==> src/rtl/asram_pkg.sv <==
`timescale 1ns/1ps
package asram_pkg;

    // ns figure to whole clock periods, rounded up, never below one
    function automatic int ns_to_cyc(input int ns, input int period);
        int c;
        c = (ns + period - 1) / period;
        return (c < 1) ? 1 : c;
    endfunction

    function automatic int imax(input int a, input int b);
        return (a > b) ? a : b;
    endfunction

    typedef enum logic [2:0] {
        ST_IDLE  = 3'd0,
        ST_READ  = 3'd1,
        ST_WSET  = 3'd2,
        ST_WPULS = 3'd3,
        ST_WREC  = 3'd4
    } seq_state_e;

endpackage

==> src/rtl/asram_down_cnt.sv <==
`timescale 1ns/1ps
module asram_down_cnt #(
    parameter int CW = 4
) (
    input  logic          clk,
    input  logic          rst_n,
    input  logic          load,
    input  logic [CW-1:0] load_val,
    output logic          zero
);
    logic [CW-1:0] cnt_d, cnt_q;

    always_comb begin
        cnt_d = cnt_q;
        if (load) begin
            cnt_d = load_val;
        end else if (cnt_q != '0) begin
            cnt_d = cnt_q - 1'b1;
        end
    end

    always_ff @(posedge clk or negedge rst_n) begin
        if (!rst_n) begin
            cnt_q <= '0;
        end else begin
            cnt_q <= cnt_d;
        end
    end

    assign zero = (cnt_q == '0);
endmodule

==> src/rtl/asram_rd_cap.sv <==
`timescale 1ns/1ps
module asram_rd_cap #(
    parameter int DW = 8
) (
    input  logic          clk,
    input  logic          rst_n,
    input  logic          cap_en,
    input  logic          wr_done,
    input  logic [DW-1:0] dq_i,
    output logic          rsp_valid,
    output logic [DW-1:0] rsp_rdata
);
    typedef struct packed {
        logic          vld;
        logic [DW-1:0] data;
    } cap_t;

    cap_t cap_d, cap_q;

    always_comb begin
        cap_d     = cap_q;
        cap_d.vld = cap_en | wr_done;
        if (cap_en) begin
            cap_d.data = dq_i;
        end
    end

    always_ff @(posedge clk or negedge rst_n) begin
        if (!rst_n) begin
            cap_q <= '0;
        end else begin
            cap_q <= cap_d;
        end
    end

    assign rsp_valid = cap_q.vld;
    assign rsp_rdata = cap_q.data;
endmodule

==> src/rtl/asram_seq.sv <==
`timescale 1ns/1ps
module asram_seq
    import asram_pkg::*;
#(
    parameter int AW     = 17,
    parameter int DW     = 8,
    parameter int RD_CYC = 6,
    parameter int WP_CYC = 4,
    parameter int CW     = 4
) (
    input  logic          clk,
    input  logic          rst_n,
    input  logic          req_valid,
    input  logic          req_wr,
    input  logic [AW-1:0] req_addr,
    input  logic [DW-1:0] req_wdata,
    output logic          req_ready,
    input  logic          cnt_zero,
    output logic          cnt_load,
    output logic [CW-1:0] cnt_val,
    output logic          cap_en,
    output logic          wr_done,
    output logic          sel,
    output logic          oe_n,
    output logic          we_n,
    output logic          drv,
    output logic [AW-1:0] addr,
    output logic [DW-1:0] wdata
);
    typedef struct packed {
        seq_state_e    st;
        logic          sel;
        logic          oe_n;
        logic          we_n;
        logic          drv;
        logic [AW-1:0] addr;
        logic [DW-1:0] wdata;
    } seq_t;

    localparam seq_t SEQ_RST = '{st: ST_IDLE, sel: 1'b0, oe_n: 1'b1,
                                 we_n: 1'b1, drv: 1'b0, addr: '0, wdata: '0};

    seq_t seq_d, seq_q;

    always_comb begin
        seq_d    = seq_q;
        cnt_load = 1'b0;
        cnt_val  = '0;
        cap_en   = 1'b0;
        wr_done  = 1'b0;
        unique case (seq_q.st)
            ST_IDLE: begin
                if (req_valid) begin
                    seq_d.addr = req_addr;
                    seq_d.sel  = 1'b1;
                    if (req_wr) begin
                        seq_d.wdata = req_wdata;
                        seq_d.drv   = 1'b1;
                        seq_d.st    = ST_WSET;
                    end else begin
                        seq_d.oe_n = 1'b0;
                        cnt_load   = 1'b1;
                        cnt_val    = CW'(RD_CYC - 1);
                        seq_d.st   = ST_READ;
                    end
                end
            end
            ST_READ: begin
                if (cnt_zero) begin
                    cap_en     = 1'b1;
                    seq_d.sel  = 1'b0;
                    seq_d.oe_n = 1'b1;
                    seq_d.st   = ST_IDLE;
                end
            end
            ST_WSET: begin
                seq_d.we_n = 1'b0;
                cnt_load   = 1'b1;
                cnt_val    = CW'(WP_CYC - 1);
                seq_d.st   = ST_WPULS;
            end
            ST_WPULS: begin
                if (cnt_zero) begin
                    seq_d.we_n = 1'b1;
                    seq_d.drv  = 1'b0;
                    seq_d.st   = ST_WREC;
                end
            end
            ST_WREC: begin
                wr_done   = 1'b1;
                seq_d.sel = 1'b0;
                seq_d.st  = ST_IDLE;
            end
            default: begin
                seq_d = SEQ_RST;
            end
        endcase
    end

    always_ff @(posedge clk or negedge rst_n) begin
        if (!rst_n) begin
            seq_q <= SEQ_RST;
        end else begin
            seq_q <= seq_d;
        end
    end

    assign req_ready = (seq_q.st == ST_IDLE);
    assign sel       = seq_q.sel;
    assign oe_n      = seq_q.oe_n;
    assign we_n      = seq_q.we_n;
    assign drv       = seq_q.drv;
    assign addr      = seq_q.addr;
    assign wdata     = seq_q.wdata;
endmodule

==> src/rtl/asram_ctrl.sv <==
`timescale 1ns/1ps
module asram_ctrl
    import asram_pkg::*;
#(
    parameter int AW      = 17,
    parameter int DW      = 8,
    parameter int CLK_NS  = 10,
    parameter int T_RC_NS = 55,
    parameter int T_AA_NS = 55,
    parameter int T_WC_NS = 55,
    parameter int T_WP_NS = 40,
    parameter int T_DW_NS = 25
) (
    input  logic          clk,
    input  logic          rst_n,
    input  logic          req_valid,
    output logic          req_ready,
    input  logic          req_wr,
    input  logic [AW-1:0] req_addr,
    input  logic [DW-1:0] req_wdata,
    output logic          rsp_valid,
    output logic [DW-1:0] rsp_rdata,
    output logic          mem_ce1_n,
    output logic          mem_ce2,
    output logic          mem_oe_n,
    output logic          mem_we_n,
    output logic [AW-1:0] mem_addr,
    output logic [DW-1:0] mem_dq_o,
    output logic          mem_dq_oe,
    input  logic [DW-1:0] mem_dq_i
);
    localparam int RD_CYC = imax(ns_to_cyc(T_RC_NS, CLK_NS), ns_to_cyc(T_AA_NS, CLK_NS));
    localparam int WP_CYC = imax(imax(ns_to_cyc(T_WP_NS, CLK_NS), ns_to_cyc(T_DW_NS, CLK_NS)),
                                 imax(ns_to_cyc(T_WC_NS, CLK_NS) - 2, 1));
    localparam int CW     = $clog2(imax(RD_CYC, WP_CYC) + 1);

    logic          cnt_zero;
    logic          cnt_load;
    logic [CW-1:0] cnt_val;
    logic          cap_en;
    logic          wr_done;
    logic          sel;

    asram_seq #(
        .AW(AW), .DW(DW), .RD_CYC(RD_CYC), .WP_CYC(WP_CYC), .CW(CW)
    ) seq_i (
        .clk       (clk),
        .rst_n     (rst_n),
        .req_valid (req_valid),
        .req_wr    (req_wr),
        .req_addr  (req_addr),
        .req_wdata (req_wdata),
        .req_ready (req_ready),
        .cnt_zero  (cnt_zero),
        .cnt_load  (cnt_load),
        .cnt_val   (cnt_val),
        .cap_en    (cap_en),
        .wr_done   (wr_done),
        .sel       (sel),
        .oe_n      (mem_oe_n),
        .we_n      (mem_we_n),
        .drv       (mem_dq_oe),
        .addr      (mem_addr),
        .wdata     (mem_dq_o)
    );

    asram_down_cnt #(.CW(CW)) cnt_i (
        .clk      (clk),
        .rst_n    (rst_n),
        .load     (cnt_load),
        .load_val (cnt_val),
        .zero     (cnt_zero)
    );

    asram_rd_cap #(.DW(DW)) cap_i (
        .clk       (clk),
        .rst_n     (rst_n),
        .cap_en    (cap_en),
        .wr_done   (wr_done),
        .dq_i      (mem_dq_i),
        .rsp_valid (rsp_valid),
        .rsp_rdata (rsp_rdata)
    );

    // both enables come from one flop so they always agree
    assign mem_ce1_n = ~sel;
    assign mem_ce2   = sel;
endmodule

==> config.mk <==
export PLATFORM = sky130hd
export DESIGN_NAME = asram_ctrl
export DESIGN_NICKNAME = d
export VERILOG_FILES = /design/src/rtl/asram_pkg.sv /design/src/rtl/asram_down_cnt.sv /design/src/rtl/asram_rd_cap.sv /design/src/rtl/asram_seq.sv /design/src/rtl/asram_ctrl.sv
export SDC_FILE = /design/constraint.sdc
export NUM_CORES = 1
export LEC_CHECK = 0
export ABC_AREA = 0
export BUFFER_PORTS_ARGS = -buffer_cell sky130_fd_sc_hd__buf_2
export CAP_MARGIN = 5
export CORE_ASPECT_RATIO = 1.5
export CORE_MARGIN = 4
export CORE_UTILIZATION = 56
export CTS_BUF_LIST = sky130_fd_sc_hd__clkbuf_4 sky130_fd_sc_hd__clkbuf_8
export DETAILED_ROUTE_END_ITERATION = 8
export PLACE_DENSITY = 0.89
export SYNTH_ARGS = -nofsm -noshare
export SYNTH_HDL_FRONTEND = slang
export SYNTH_SLANG_ARGS = --single-unit
==> constraint.sdc <==
create_clock -name clk -period 4.85 [get_ports clk]
set_input_delay 0.485 -clock clk [delete_from_list [all_inputs] [get_ports clk]]
set_output_delay 0.485 -clock clk [all_outputs]
set_load 0.02 [all_outputs]
[Word level (Yosys, flattened, before mapping)]
Index checks and enable logic that the tools add are counted.
Operators by class
  $mul: 0
  shift operators: 0
  add/sub/neg operators: 1
  eq/ne operators: 9
  $lt $le $gt $ge: 0
  reduce and logical (&&, ||, !) cells: 16
  bitwise gates (word level): 7
  muxes and demuxes: 26
  divide/modulo/power cells: 0
Operators with widths (number)
  25-bit case mux with 2 select lines: 1
  26-bit two-way mux: 1
  3-bit two-way mux: 5
  1-bit case mux with 3 select lines: 4
  3-bit case mux with 4 select lines: 1
  5-bit two-way mux: 2
  3-bit AND reduction: 3
  3-bit OR reduction: 3
  8-bit two-way mux: 1
  4-bit AND reduction: 2
  1-bit two-way mux: 7
  3-bit by 2-bit == test with 1-bit output, second input constant: 2
  3-bit zero test: 2
  2-bit by 1-bit != test with 1-bit output, second input constant: 3
  1-bit NOT: 6
  3-bit case mux with 2 select lines: 1
  2-bit two-way mux: 2
  2-bit != test, second input constant: 2
  2-bit AND reduction: 2
  4-bit OR reduction: 1
  3-bit by 1-bit == test with 1-bit output, second input constant: 1
  3-bit == test, second input constant: 1
  3-bit nonzero test: 1
  3-bit by 1-bit subtractor with 3-bit output, second input constant: 1
  4 further kinds: 4
Word-level totals
  bits in writable memories: 0
  input bits: 37
  bits in latches: 0
  ROM bits: 0
  output and inout bits: 40
  memories kept: 0
  logic and storage cells: 69
  register bits after elaboration: 44

[Logic depth before layout (Yosys ltp)]
Gate-level depths: netlist of the first run.
  word-level depth: 4
  gate-level depth with buffers: 6
  depth with buffers taken out: 5

[Hierarchy]
Synthesis of the first run repeated with hierarchy kept, for this count alone.
Unflattened totals
  cells, all modules: 222
  area, all modules: 2342.2 µm²
Modules (own cells, without submodules)
  asram_seq: instances 1, cells each 181, area each 1775.5 µm², sequential area each 803.3 µm²
  asram_rd_cap: instances 1, cells each 19, area each 362.8 µm², sequential area each 225.2 µm²
  asram_down_cnt: instances 1, cells each 21, area each 200.2 µm², sequential area each 75.1 µm²
  asram_ctrl: instances 1, cells each 1, area each 3.8 µm², sequential area each 0.0 µm²

[Least setup slack after synthesis of the first run]
No wires, ideal clock.
  kind: reg2out
  start: register seq_i.seq_q[31] in the netlist's numbering
  end: output req_ready
  slack: 3209 ps
  cell stages (with the launch flop): 4
  data required time: 4365 ps
  data arrival time: 1156 ps
  buffers on the path: 2
  cell sequence: dfrtp_1 buf_6 nor3_2 buf_2
On the way
  word-level cells in the longest chain between the ends: 1
RTL lines
  start: declaration: line asram_seq.sv:43  | seq_t seq_d, seq_q;
  start signal: assignment: line asram_seq.sv:104  | seq_q <= seq_d;
  3-bit zero test: line asram_seq.sv:108  | assign req_ready = (seq_q.st == ST_IDLE);
  end: declaration: line asram_ctrl.sv:17  | output logic req_ready,
Every way passes these cells.

[Worst setup path in the final report of the first run]
  start: register seq_i.seq_q[29] in the netlist's numbering
  end: register seq_i.seq_q (netlist bit seq_i.addr[1])
On the way
  word-level cells in the longest chain between the ends: 4
  elaborated cells on any way between the ends: 10
  those cells by class: eq/ne (5); mux (1); bitwise (1); reduce/logical (3)
RTL lines
  3-bit == test (tied with other cells): line asram_seq.sv:51  | unique case (seq_q.st)
  4-bit OR reduction (no source line)
  1-bit NOT (no source line)
  2-bit AND reduction (no source line)
Parallel ways exist; a longest one is shown, timed or not.
A chain may end at the register's enable or synchronous reset.

==> tab_implementation.tex, run 1 <==
\begin{tabular}{lr}
\hline
Metric & Value \\
\hline
\multicolumn{2}{l}{\textbf{Synthesis}} \\
Synthesized area per cell & 10.6 um2 \\
Netlist Area Pre-Place & 2270 um2 \\
Syn Nets & 252 \\
Number of warnings reported in the yosys synthesis log & 0 \\
Post-synthesis cell type count & 35 \\
Sequential share of the synthesized area & 48.6\% \\
Synth Register Bits & 44 \\
Number of standard cells after synthesis & 213 \\
\multicolumn{2}{l}{\textbf{Clock network}} \\
Clock tree buffer depth & 2 \\
Post-CTS setup repair buffer count & 0 \\
Master cell of the clock root buffer & sky130\_fd\_sc\_hd\_\_clkbuf\_8 \\
Clock sink count & 44 \\
Number of resized instances in the post-cts repair step & 0 \\
Number of buffers inserted for hold repair after clock tree synthesis & 0 \\
Clock network latency to the later pin of the worst-skew pair & 0.29 ns \\
Num CTS Buffers & 5 \\
Clk slew on worst S/H paths & 0.08 ns \\
H-tree lvl count & 2 \\
TritonCTS clock tree & built \\
\multicolumn{2}{l}{\textbf{Power}} \\
Power density of the placed cells & 653 nW/um2 \\
Maximum vdd drop & 438 uV \\
Lkg Pwr & 1.39 nW \\
\multicolumn{2}{l}{\textbf{Placed design}} \\
Post-Place Setup Slack & 2.61 ns \\
RD Place Congestion & 0.775 \\
Detailed Place HPWL & 3340 um \\
Count of port buffers added during placement & 76 \\
Placed cell area & 2430 um2 \\
\multicolumn{2}{l}{\textbf{Die}} \\
Y dimension of the die & 86.0 um \\
Die X-Extent & 60.0 um \\
Number of standard-cell rows in the floorplan & 28 \\
Initial core utilization & 57.8\% \\
Die area & 5150 um2 \\
Number of primary I/O pins & 77 \\
Core region area & 3920 um2 \\
\multicolumn{2}{l}{\textbf{Layout}} \\
Total number of nets in the final design & 299 \\
Filler cell count & 322 \\
Post-route design area & 2530 um2 \\
Proportion of layout cells with a drive suffix above 1 & 38.7\% \\
Inserted Diodes & 0 \\
Signed area change from the synthesized netlist to the final layout & 11.4\% \\
\multicolumn{2}{l}{\textbf{GRT}} \\
Overflow after GRT & 0 \\
Vias in the first global route & 1,594 \\
Antenna violations before repair & 0 \\
Wire length of the first global-routing pass & 7310 um \\
Maximum number of pins on one net before global-route repair & 45 \\
Global Route Usage Sum & 18.5\% \\
\multicolumn{2}{l}{\textbf{Worst setup path}} \\
Worst endpoint data arrival time & 2.44 ns \\
CP Data Required Time & 5.06 ns \\
Slowest cell on crit path & sky130\_fd\_sc\_hd\_\_o31a\_1 \\
Worst setup path category & flip-flop to flip-flop \\
Maximum fanout along the worst path & 17 \\
Cell-by-cell listing of the critical path & o21ai\_4 > o31a\_1 > mux2i\_1 \\
Element type at the critical path start & flip-flop \\
Largest stage delay on the critical path & 0.89 ns \\
Crit. End Element & flip-flop \\
\multicolumn{2}{l}{\textbf{Detailed routing}} \\
Count of routing violations after the opening detailed-route iteration & 67 \\
DRT met1 WL & 1730 um \\
Highest routing layer actually used & met4 \\
Routed met2 length & 2320 um \\
Via Count & 1,557 \\
Antenna violation net count after detailed routing & 0 \\
Detailed Route WL & 4440 um \\
Number of detailed-routing iterations run before antenna repair & 4 \\
Mean routed wirelength per cell & 14.5 um \\
DRC & 0 \\
DR WL met3 & 351 um \\
Via density per instance & 5.09 \\
\multicolumn{2}{l}{\textbf{STA}} \\
Slew at the pin closest to its max-slew limit & 1.04 ns \\
Slew Limit Headroom & 30.4\% \\
Final hold viol count & 0 \\
Minimum clock period after layout & 2.24 ns \\
Final worst path period share & 46.1\% \\
Max Clock Freq & 0.447 GHz \\
Post-route setup TNS & 0 ns \\
Count of pins over their slew limit & 0 \\
Unrepaired setup endpoints after global routing & no \\
Max Clock Skew & 0.00672 ns \\
Post-route worst setup slack & 2.61 ns \\
Worst hold margin & 0.320 ns \\
Count of final setup violators & 0 \\
\multicolumn{2}{l}{\textbf{Outcome}} \\
Outcome & completed \\
\multicolumn{2}{l}{\textbf{Hold path}} \\
Class of the tightest hold or removal check & input port to asynchronous set/reset pin \\
\multicolumn{2}{l}{\textbf{Job}} \\
Max-Cap Viols & 0 \\
\hline
\end{tabular}
## per-stage QoR
stage	std cells	utilization [%]	power, mW
after CTS	306	64.4	1.67
after global routing	306	64.4	1.77
after detailed placement	298	61.9	1.42
final	306	64.4	1.65
after global placement	298	61.9	1.39
after floorplan	213	-	1.42
## sequential cells by signal, summed over array words and instances, names as in the netlist
name,flops
cnt_i.cnt_q,3
seq_i.sel,1
seq_i.seq_q,3
seq_i.wdata,8
seq_i.oe_n,1
cap_i.rsp_valid,1
cap_i.rsp_rdata,8
seq_i.we_n,1
seq_i.drv,1
seq_i.addr,17
## cells in the mapped netlist
library cell	instances	area, um2
sky130_fd_sc_hd__a211oi_1	2	15.0
sky130_fd_sc_hd__a21o_1	2	15.0
sky130_fd_sc_hd__a21oi_1	2	10.0
sky130_fd_sc_hd__a2bb2oi_1	1	8.76
sky130_fd_sc_hd__a31o_2	1	8.76
sky130_fd_sc_hd__and2_0	1	6.26
sky130_fd_sc_hd__buf_2	1	5.00
sky130_fd_sc_hd__buf_4	26	195
sky130_fd_sc_hd__buf_6	6	67.6
sky130_fd_sc_hd__clkbuf_1	4	15.0
sky130_fd_sc_hd__dfrtp_1	42	1050
sky130_fd_sc_hd__dfstp_2	2	52.6
sky130_fd_sc_hd__ha_1	2	25.0
sky130_fd_sc_hd__inv_1	20	75.1
sky130_fd_sc_hd__mux2_2	1	11.3
sky130_fd_sc_hd__mux2_4	8	120
sky130_fd_sc_hd__mux2i_1	19	190
sky130_fd_sc_hd__nand2_1	25	93.8
sky130_fd_sc_hd__nand2b_1	3	18.8
sky130_fd_sc_hd__nand3_1	10	50.1
sky130_fd_sc_hd__nand3b_1	1	7.51
sky130_fd_sc_hd__nand3b_2	1	11.3
sky130_fd_sc_hd__nor2_1	8	30.0
sky130_fd_sc_hd__nor2b_1	3	18.8
sky130_fd_sc_hd__nor3_2	1	10.0
sky130_fd_sc_hd__nor3b_1	1	7.51
sky130_fd_sc_hd__nor4b_4	1	23.8
sky130_fd_sc_hd__o21ai_0	11	55.1
sky130_fd_sc_hd__o21ai_1	1	5.00
sky130_fd_sc_hd__o21ai_4	1	16.3
sky130_fd_sc_hd__o311a_1	1	10.0
sky130_fd_sc_hd__o31a_1	1	8.76
sky130_fd_sc_hd__o31ai_1	2	15.0
sky130_fd_sc_hd__or3_1	1	6.26
sky130_fd_sc_hd__xnor2_1	1	8.76
## worst max-delay path: cells and delay by family, from the launching register on
family	cells	cell delay (ns)
AO/OA/AOI/OAI	2	1.26
flip-flops	1	0.59
multiplexers	1	0.31
## layout make-up
cell class	count	area [um2]	area share [%]
Clock buffer	7	90.1	3.56
Clock inverter	1	7.51	0.297
Inverter	20	75.1	2.97
Multi-Input combinational cell	112	807	31.9
Sequential cell	44	1100	43.7
Tap cell	45	56.3	2.23
Timing Repair Buffer	77	388	15.3
## per-layer routing
metal | vias up | track usage (%)
met4 | 0 | 5.44
met5 | - | 0
met1 | 733 | 22.2
li1 | 764 | -
met3 | 4 | 5.27
met2 | 56 | 31.5
## report_power, final
part	internal, mW	switching, mW	leakage (nW)
Clock	0.121	0.119	0.0479
Combinational	0.320	0.439	0.779
Sequential	0.530	0.121	0.562
## cell families (layout without fill, tap and decap cells)
| kind of cell | after synthesis | in the layout | share of synthesized area, % |
|---|---|---|---|
| AO/OA/AOI/OAI | 25 | 25 | 7.39 |
| XOR/XNOR | 1 | 1 | 0.386 |
| multiplexers | 28 | 28 | 14.2 |
| adder cells (fa/ha/maj) | 2 | 2 | 1.10 |
| buffers and inverters | 57 | 105 | 15.8 |
| flip-flops | 44 | 44 | 48.6 |
| AND/OR/NAND/NOR | 56 | 56 | 12.5 |
## placed cells by master (no fill, tap or decap), drive strengths merged
cell	count
buf	77
dfrtp	42
nand2	25
inv	20
mux2i	19
o21ai	13
nand3	10
mux2	9
nor2	8
clkbuf	7
nand2b	3
nor2b	3
a21o	2
a211oi	2
o31ai	2
a21oi	2
ha	2
dfstp	2
nand3b	2
nor3	1
o31a	1
or3	1
nor4b	1
nor3b	1
xnor2	1
a2bb2oi	1
and2	1
a31o	1
o311a	1
clkinvlp	1
## path summary, 6_finish.rpt
check	start	end	slack [ns]	depth (start not counted)
worst max-delay path	seq_i.seq_q[29]$_DFFE_PN0P_	seq_i.addr[1]$_DFFE_PN0P_	2.61	3
worst min-delay path	rst_n	seq_i.addr[12]$_DFFE_PN0P_	0.32	1
worst max register to register	seq_i.seq_q[29]$_DFFE_PN0P_	seq_i.addr[1]$_DFFE_PN0P_	2.61	3
worst min register to register	cap_i.rsp_rdata[1]$_DFFE_PN0P_	cap_i.rsp_rdata[1]$_DFFE_PN0P_	0.51	1
max in group asynchronous	rst_n	seq_i.seq_q[29]$_DFFE_PN0P_	3.92	1
min in group clk	req_wdata[3]	seq_i.wdata[3]$_DFFE_PN0P_	0.41	3
No activity file was read; power rests on OpenSTA's default activity.
==> run 2, diff against run 1 <==
Settings changed: CORE_UTILIZATION 56 to 52, PLACE_DENSITY 0.89 to 0.83.
Clock period 4.85 ns to 2.2 ns, I/O delays scaled along.
==> tab_implementation.tex, run 2 (synthesized netlist as in run 1, its figures left out) <==
\begin{tabular}{lr}
\hline
Metric & Value \\
\hline
\multicolumn{2}{l}{\textbf{STA}} \\
Max Clock Freq & 0.545 GHz \\
Max Clock Skew & 0.00905 ns (+0.00233 ns) \\
Final worst path period share & 83.5\% \\
Unrepaired setup endpoints after global routing & no \\
Worst hold margin & -0.00309 ns (-0.324 ns) \\
Final hold viol count & 10 (+10) \\
Slew Limit Headroom & 59.3\% (+29 points) \\
Slew at the pin closest to its max-slew limit & 0.610 ns (-0.433 ns) \\
Count of final setup violators & 0 (unchanged) \\
Minimum clock period after layout & 1.84 ns \\
Count of pins over their slew limit & 0 (unchanged) \\
Post-route setup TNS & 0 ns (unchanged) \\
\multicolumn{2}{l}{\textbf{Worst setup path}} \\
Worst Setup SP & seq\_i.seq\_q[29]\$\_DFFE\_PN0P\_ \\
Worst setup path category & flip-flop to output pin \\
Cell-by-cell listing of the critical path & buf\_4 > nor3\_2 > buf\_4 > buf\_2 \\
Maximum fanout along the worst path & 18 (+1) \\
Slowest cell on crit path & sky130\_fd\_sc\_hd\_\_dfrtp\_1 \\
Worst Reg-to-Reg Cells & 5 (+2) \\
Worst endpoint data arrival time & 1.62 ns (-0.82 ns) \\
Element type at the critical path start & flip-flop \\
Crit. End Element & output pin \\
Largest stage delay on the critical path & 0.51 ns (-0.38 ns) \\
CP Data Required Time & 1.98 ns (-3.08 ns) \\
Top cell by count, worst path & sky130\_fd\_sc\_hd\_\_buf\_4 \\
Worst flop-to-flop path startpoint & cnt\_i.cnt\_q[0]\$\_DFFE\_PN0P\_ \\
\multicolumn{2}{l}{\textbf{Power}} \\
Total chip power & 3.95 mW (+140\%) \\
Clock Power Share & 16.2\% (+1.6 points) \\
Sw Pwr & 1.60 mW (+140\%) \\
Maximum vdd drop & 1190 uV (+170\%) \\
Sequential share of power & 37.6\% (-1.8 points) \\
Cell internal pwr & 2.35 mW (+140\%) \\
Fraction of power spent switching nets & 40.6\% (-0.62 points) \\
Lkg Pwr & 1.42 nW (+2.3\%) \\
Combinational fraction of design power & 46.3\% (+0.3 points) \\
Power density of the placed cells & 1530 nW/um2 (+130\%) \\
\multicolumn{2}{l}{\textbf{Outcome}} \\
Violated checks & hold timing \\
Outcome & finished with violations \\
\multicolumn{2}{l}{\textbf{GRT}} \\
GRT busiest layer & met2 \\
Wire length of the first global-routing pass & 6540 um (-11\%) \\
Global Route Usage Sum & 15.9\% (-2.6 points) \\
Met1 Resource Use GR & 17.3\% (-4.9 points) \\
Met3 Track Usage GR & 4.34\% (-0.94 points) \\
Maximum number of pins on one net before global-route repair & 45 (unchanged) \\
Vias in the first global route & 1,511 (-5.2\%) \\
Antenna violations before repair & 0 (unchanged) \\
Overflow after GRT & 0 (unchanged) \\
Global-route met2 utilization & 28.3\% (-3.2 points) \\
\multicolumn{2}{l}{\textbf{Die}} \\
Number of standard-cell rows in the floorplan & 29 (+3.6\%) \\
Die X-Extent & 61.9 um (+3.3\%) \\
Number of primary I/O pins & 77 (unchanged) \\
Y dimension of the die & 88.9 um (+3.4\%) \\
Initial core utilization & 53.9\% (-3.9 points) \\
Core region area & 4210 um2 (+7.3\%) \\
Die area & 5500 um2 (+6.8\%) \\
\multicolumn{2}{l}{\textbf{Detailed routing}} \\
Via Count & 1,600 (+2.8\%) \\
Mean routed wirelength per cell & 13.4 um (-7.8\%) \\
Number of detailed-routing iterations run before antenna repair & 4 (unchanged) \\
Count of routing violations after the opening detailed-route iteration & 40 (-40\%) \\
Detailed Route WL & 4160 um (-6.3\%) \\
Antenna violation net count after detailed routing & 0 (unchanged) \\
DRC & 0 (unchanged) \\
Via density per instance & 5.14 (+1.1\%) \\
\multicolumn{2}{l}{\textbf{Clock network}} \\
Clk slew on worst S/H paths & 0.08 ns (about the same) \\
Post-CTS setup repair buffer count & 0 (unchanged) \\
Clock network latency to the later pin of the worst-skew pair & 0.30 ns (about the same) \\
Clock tree buffer depth & 2 (unchanged) \\
Clock sink count & 44 (unchanged) \\
TritonCTS clock tree & built \\
Number of resized instances in the post-cts repair step & 0 (unchanged) \\
Num CTS Buffers & 5 (unchanged) \\
Number of buffers inserted for hold repair after clock tree synthesis & 0 (unchanged) \\
H-tree lvl count & 2 (unchanged) \\
Master cell of the clock root buffer & sky130\_fd\_sc\_hd\_\_clkbuf\_8 \\
\multicolumn{2}{l}{\textbf{Layout}} \\
Commonest non-fill, non-tap cells in the layout & 76 x sky130\_fd\_sc\_hd\_\_buf\_2, 42 x sky130\_fd\_sc\_hd\_\_dfrtp\_1, 25 x sky130\_fd\_sc\_hd\_\_nand2\_1 \\
Flip-flop count of the largest register after layout & 17 (unchanged) \\
Leading cell type in the layout, fill and taps excluded & sky130\_fd\_sc\_hd\_\_buf\_2 \\
Total number of nets in the final design & 303 (+1.3\%) \\
Inserted Diodes & 0 (unchanged) \\
Signed area change from the synthesized netlist to the final layout & 13.8\% \\
Filler cell count & 356 (+11\%) \\
Post-route design area & 2580 um2 (+2.2\%) \\
Proportion of layout cells with a drive suffix above 1 & 39.6\% (+0.93 points) \\
Core utilization of the finished layout & 61.4\% (-3.1 points) \\
\multicolumn{2}{l}{\textbf{Placed design}} \\
Detailed Place HPWL & 3060 um (-8.4\%) \\
Count of port buffers added during placement & 76 (unchanged) \\
RD Place Congestion & 0.739 (-4.7\%) \\
Placed cell area & 2460 um2 (+1.3\%) \\
\multicolumn{2}{l}{\textbf{Hold path}} \\
Class of the tightest hold or removal check & input port to asynchronous set/reset pin \\
\multicolumn{2}{l}{\textbf{Job}} \\
Max-Cap Viols & 0 (unchanged) \\
\hline
\end{tabular}
==> run 2: cell types whose count changed in the layout (fill, tap and decap cells not counted) <==
cell	before	now
sky130_fd_sc_hd__buf_4	1	5
sky130_fd_sc_hd__clkbuf_4	1	0
sky130_fd_sc_hd__clkinvlp_4	1	0
sky130_fd_sc_hd__bufinv_16	0	1
sky130_fd_sc_hd__clkinv_4	0	1
==> run 2: final timing paths <==
path	to	slack, ns
worst max-delay path	req_ready	0.36
worst min-delay path	seq_i.addr[4]$_DFFE_PN0P_	-0.003
worst max register to register	cap_i.rsp_rdata[6]$_DFFE_PN0P_	0.37
worst min register to register	seq_i.addr[9]$_DFFE_PN0P_	0.52
max in group asynchronous	seq_i.we_n$_DFFE_PN1P_	1.82
min in group clk	seq_i.wdata[6]$_DFFE_PN0P_	0.15
==> run 2: layout make-up <==
cell class / count / area, um2 / share of cell area [%]
flip-flops and latches: 44 / 1100 / 42.7
multi-input cells: 112 / 807 / 31.2
repair buffers: 81 / 418 / 16.2
clock buffers: 6 / 82.6 / 3.20
inverters: 20 / 75.1 / 2.91
well taps: 46 / 57.6 / 2.23
clock inverters: 2 / 38.8 / 1.50
==> run 2: metal layers <==
metal | vias to the layer above | share of wire (%)
met2 | 61 | 51
li1 | 771 | -
met3 | 5 | 7.7
met4 | 0 | 1.5
met1 | 763 | 39
met5 | - | 0
==> run 2: power by group through the flow <==
stage / combinational (mW) / sequential, mW / clock [mW]
2_1_floorplan: 1.60 / 1.54 / 0
3_3_place_gp: 1.80 / 1.50 / 0
3_5_place_dp: 1.85 / 1.50 / 0
4_1_cts: 1.86 / 1.49 / 0.666
5_1_grt: 2.01 / 1.54 / 0.699
6_report: 1.83 / 1.48 / 0.638
==> run 2: stage by stage <==
stage / setup slack [ns] / cells / hold WS, ns
floorplan: 0.585 / 213 / -0.0756
global placement: 0.439 / 303 / 0.324
CTS: 0.328 / 311 / 0.00692
finish: 0.364 / 311 / -0.00309
detailed placement: 0.399 / 303 / 0.336
global route: 0.255 / 311 / 0.0395
==> run 2: worst max-delay path: cells and delay by family (launching register included) <==
family / cells / cell delay (ns)
buf+inv: 3 / 0.67
flops: 1 / 0.51
simple gates: 1 / 0.14
==> run 3, diff against run 2 <==
Clock period 2.2 ns to 1.85 ns, I/O delays scaled along.
==> tab_implementation.tex, run 3 (synthesized netlist as in run 1, its figures left out) <==
\begin{tabular}{lr}
\hline
Metric & Value \\
\hline
\multicolumn{2}{l}{\textbf{Layout}} \\
Flip-flop count of the largest register after layout & 17 (unchanged) \\
Signed area change from the synthesized netlist to the final layout & 15.6\% \\
Register area & 1110 um2 (+0.23\%) \\
Proportion of layout cells with a drive suffix above 1 & 41.9\% (+2.3 points) \\
Inserted Diodes & 0 (unchanged) \\
Leading cell type in the layout, fill and taps excluded & sky130\_fd\_sc\_hd\_\_buf\_2 \\
Total number of nets in the final design & 310 (+2.3\%) \\
Commonest non-fill, non-tap cells in the layout & 76 x sky130\_fd\_sc\_hd\_\_buf\_2, 40 x sky130\_fd\_sc\_hd\_\_dfrtp\_1, 25 x sky130\_fd\_sc\_hd\_\_nand2\_1 \\
Multi-input gate area in the final layout & 812 um2 (+0.62\%) \\
Filler cell count & 367 (+3.1\%) \\
\multicolumn{2}{l}{\textbf{Worst setup path}} \\
Sum of buffers and inverters on the critical path & 3 (unchanged) \\
Worst endpoint data arrival time & 1.57 ns (-0.05 ns) \\
Element type at the critical path start & flip-flop \\
Cell-by-cell listing of the critical path & buf\_4 > nor3\_2 > buf\_4 > buf\_2 \\
Worst setup path category & flip-flop to output pin \\
Setup slack, reg-to-reg & 0.14 ns (-0.23 ns) \\
CP Data Required Time & 1.66 ns (-0.32 ns) \\
Crit path max-delay family & buffers and inverters \\
Largest stage delay on the critical path & 0.48 ns (-0.03 ns) \\
Maximum fanout along the worst path & 18 (unchanged) \\
Crit. End Element & output pin \\
Top cell by count, worst path & sky130\_fd\_sc\_hd\_\_buf\_4 \\
Slowest cell on crit path & sky130\_fd\_sc\_hd\_\_dfrtp\_2 \\
\multicolumn{2}{l}{\textbf{Detailed routing}} \\
Detailed Route WL & 4500 um (+8.0\%) \\
Mean routed wirelength per cell & 14.1 um (+5.6\%) \\
Via Count & 1,604 (+0.25\%) \\
DRC & 0 (unchanged) \\
Via density per instance & 5.04 (-2.0\%) \\
Antenna violation net count after detailed routing & 0 (unchanged) \\
Count of routing violations after the opening detailed-route iteration & 22 (-45\%) \\
Number of detailed-routing iterations run before antenna repair & 4 (unchanged) \\
\multicolumn{2}{l}{\textbf{STA}} \\
Max Clock Skew & 0.00487 ns (-0.00419 ns) \\
Post-route setup TNS & 0 ns (unchanged) \\
Final hold viol count & 0 (-10) \\
Count of pins over their slew limit & 0 (unchanged) \\
Count of final setup violators & 0 (unchanged) \\
Minimum clock period after layout & 1.75 ns \\
Max Clock Freq & 0.571 GHz \\
Slew at the pin closest to its max-slew limit & 0.510 ns (-0.100 ns) \\
Slew Limit Headroom & 66.0\% (+6.7 points) \\
Unrepaired setup endpoints after global routing & no \\
Final worst path period share & 94.7\% \\
Post-route worst setup slack & 0.0987 ns (-0.265 ns) \\
\multicolumn{2}{l}{\textbf{Outcome}} \\
Outcome & completed \\
\multicolumn{2}{l}{\textbf{Hold path}} \\
Class of the tightest hold or removal check & input port to flip-flop \\
\multicolumn{2}{l}{\textbf{GRT}} \\
Global Route Usage Sum & 17.6\% (+1.7 points) \\
Antenna violations before repair & 0 (unchanged) \\
Wire length of the first global-routing pass & 7320 um (+12\%) \\
Maximum number of pins on one net before global-route repair & 26 (-42\%) \\
Overflow after GRT & 0 (unchanged) \\
Vias in the first global route & 1,655 (+9.5\%) \\
\multicolumn{2}{l}{\textbf{Placed design}} \\
RD Place Congestion & 0.759 (+2.7\%) \\
Count of port buffers added during placement & 76 (unchanged) \\
Post-Place Setup Slack & -0.00597 ns (-0.405 ns) \\
Detailed Place HPWL & 3550 um (+16\%) \\
\multicolumn{2}{l}{\textbf{Clock network}} \\
Num CTS Buffers & 5 (unchanged) \\
Post-CTS setup repair buffer count & 0 (unchanged) \\
Clock sink count & 44 (unchanged) \\
H-tree lvl count & 2 (unchanged) \\
TritonCTS clock tree & built \\
Clock tree buffer depth & 2 (unchanged) \\
Master cell of the clock root buffer & sky130\_fd\_sc\_hd\_\_clkbuf\_8 \\
Clk slew on worst S/H paths & 0.08 ns (about the same) \\
Clock network latency to the later pin of the worst-skew pair & 0.29 ns (about the same) \\
\multicolumn{2}{l}{\textbf{Die}} \\
Die X-Extent & 61.9 um (unchanged) \\
Die area & 5500 um2 (unchanged) \\
Number of primary I/O pins & 77 (unchanged) \\
Core region area & 4210 um2 (unchanged) \\
Initial core utilization & 53.9\% (unchanged) \\
Number of standard-cell rows in the floorplan & 29 (unchanged) \\
Y dimension of the die & 88.9 um (unchanged) \\
\multicolumn{2}{l}{\textbf{Job}} \\
Max-Cap Viols & 0 (unchanged) \\
\multicolumn{2}{l}{\textbf{Power}} \\
Total chip power & 4.67 mW (+18\%) \\
Maximum vdd drop & 1250 uV (+5.3\%) \\
Lkg Pwr & 1.44 nW (+1.4\%) \\
Power density of the placed cells & 1780 nW/um2 (+16\%) \\
\hline
\end{tabular}
run 3: layer usage:
layer / vias to the layer above / share of wire [%] / track usage [%]
li1: 778 / - / -
met4: 0 / 1.1 / 5.02
met2: 58 / 53 / 31.0
met3: 6 / 7.4 / 4.19
met1: 762 / 39 / 20.8
met5: - / 0 / 0
run 3: cell type report:
type | count | area share [%]
repair buffers | 88 | 18.0
flip-flops and latches | 44 | 42.2
inverters | 20 | 2.86
well taps | 46 | 2.20
clock buffers | 7 | 3.44
multi-input cells | 112 | 31.0
clock inverters | 1 | 0.286
run 3: path summary, 6_finish.rpt:
path	cells after the start	start	end
max	4	seq_i.seq_q[31]$_DFFE_PN0P_	req_ready
min	3	req_wdata[0]	seq_i.wdata[0]$_DFFE_PN0P_
max reg2reg	5	cnt_i.cnt_q[0]$_DFFE_PN0P_	cap_i.rsp_rdata[3]$_DFFE_PN0P_
min reg2reg	1	cap_i.rsp_rdata[0]$_DFFE_PN0P_	cap_i.rsp_rdata[0]$_DFFE_PN0P_
max in group asynchronous	3	rst_n	seq_i.oe_n$_DFFE_PN1P_
min in group asynchronous	2	rst_n	seq_i.addr[10]$_DFFE_PN0P_
run 3: what timing repair did:
| action | in CTS | in global routing |
|---|---|---|
| resized for setup | 1 | 3 |
| setup endpoints to repair | 8 | 6 |
| hold endpoints to repair | 23 | 0 |
| hold buffers | 1 | 0 |
run 3: worst reg2reg max path: stages (launching register included):
cell,delay [ns]
sky130_fd_sc_hd__dfrtp_1,0.37
sky130_fd_sc_hd__inv_1,0.11
sky130_fd_sc_hd__ha_1,0.24
sky130_fd_sc_hd__nand3b_2,0.11
sky130_fd_sc_hd__or3_4,0.43
sky130_fd_sc_hd__mux2_4,0.34
run 3: power breakdown:
part | leakage [nW] | switching, mW | internal [mW]
combinational | 0.834 | 1.35 | 0.967
sequential | 0.559 | 0.286 | 1.44
clock | 0.0479 | 0.308 | 0.318
total | 1.44 | 1.94 | 2.73
run 3: through the flow:
stage | std cells | area [um2] | hold slack (ns) | util, %
after detailed placement | 309 | 2510 | 0.191 | 59.5
after global routing | 318 | 2620 | 0.119 | 62.3
final | 318 | 2620 | 0.116 | 62.3
after floorplan | 213 | 2270 | -0.111 | -
after CTS | 318 | 2620 | 0.114 | 62.2
after global placement | 309 | 2510 | 0.187 | 59.5
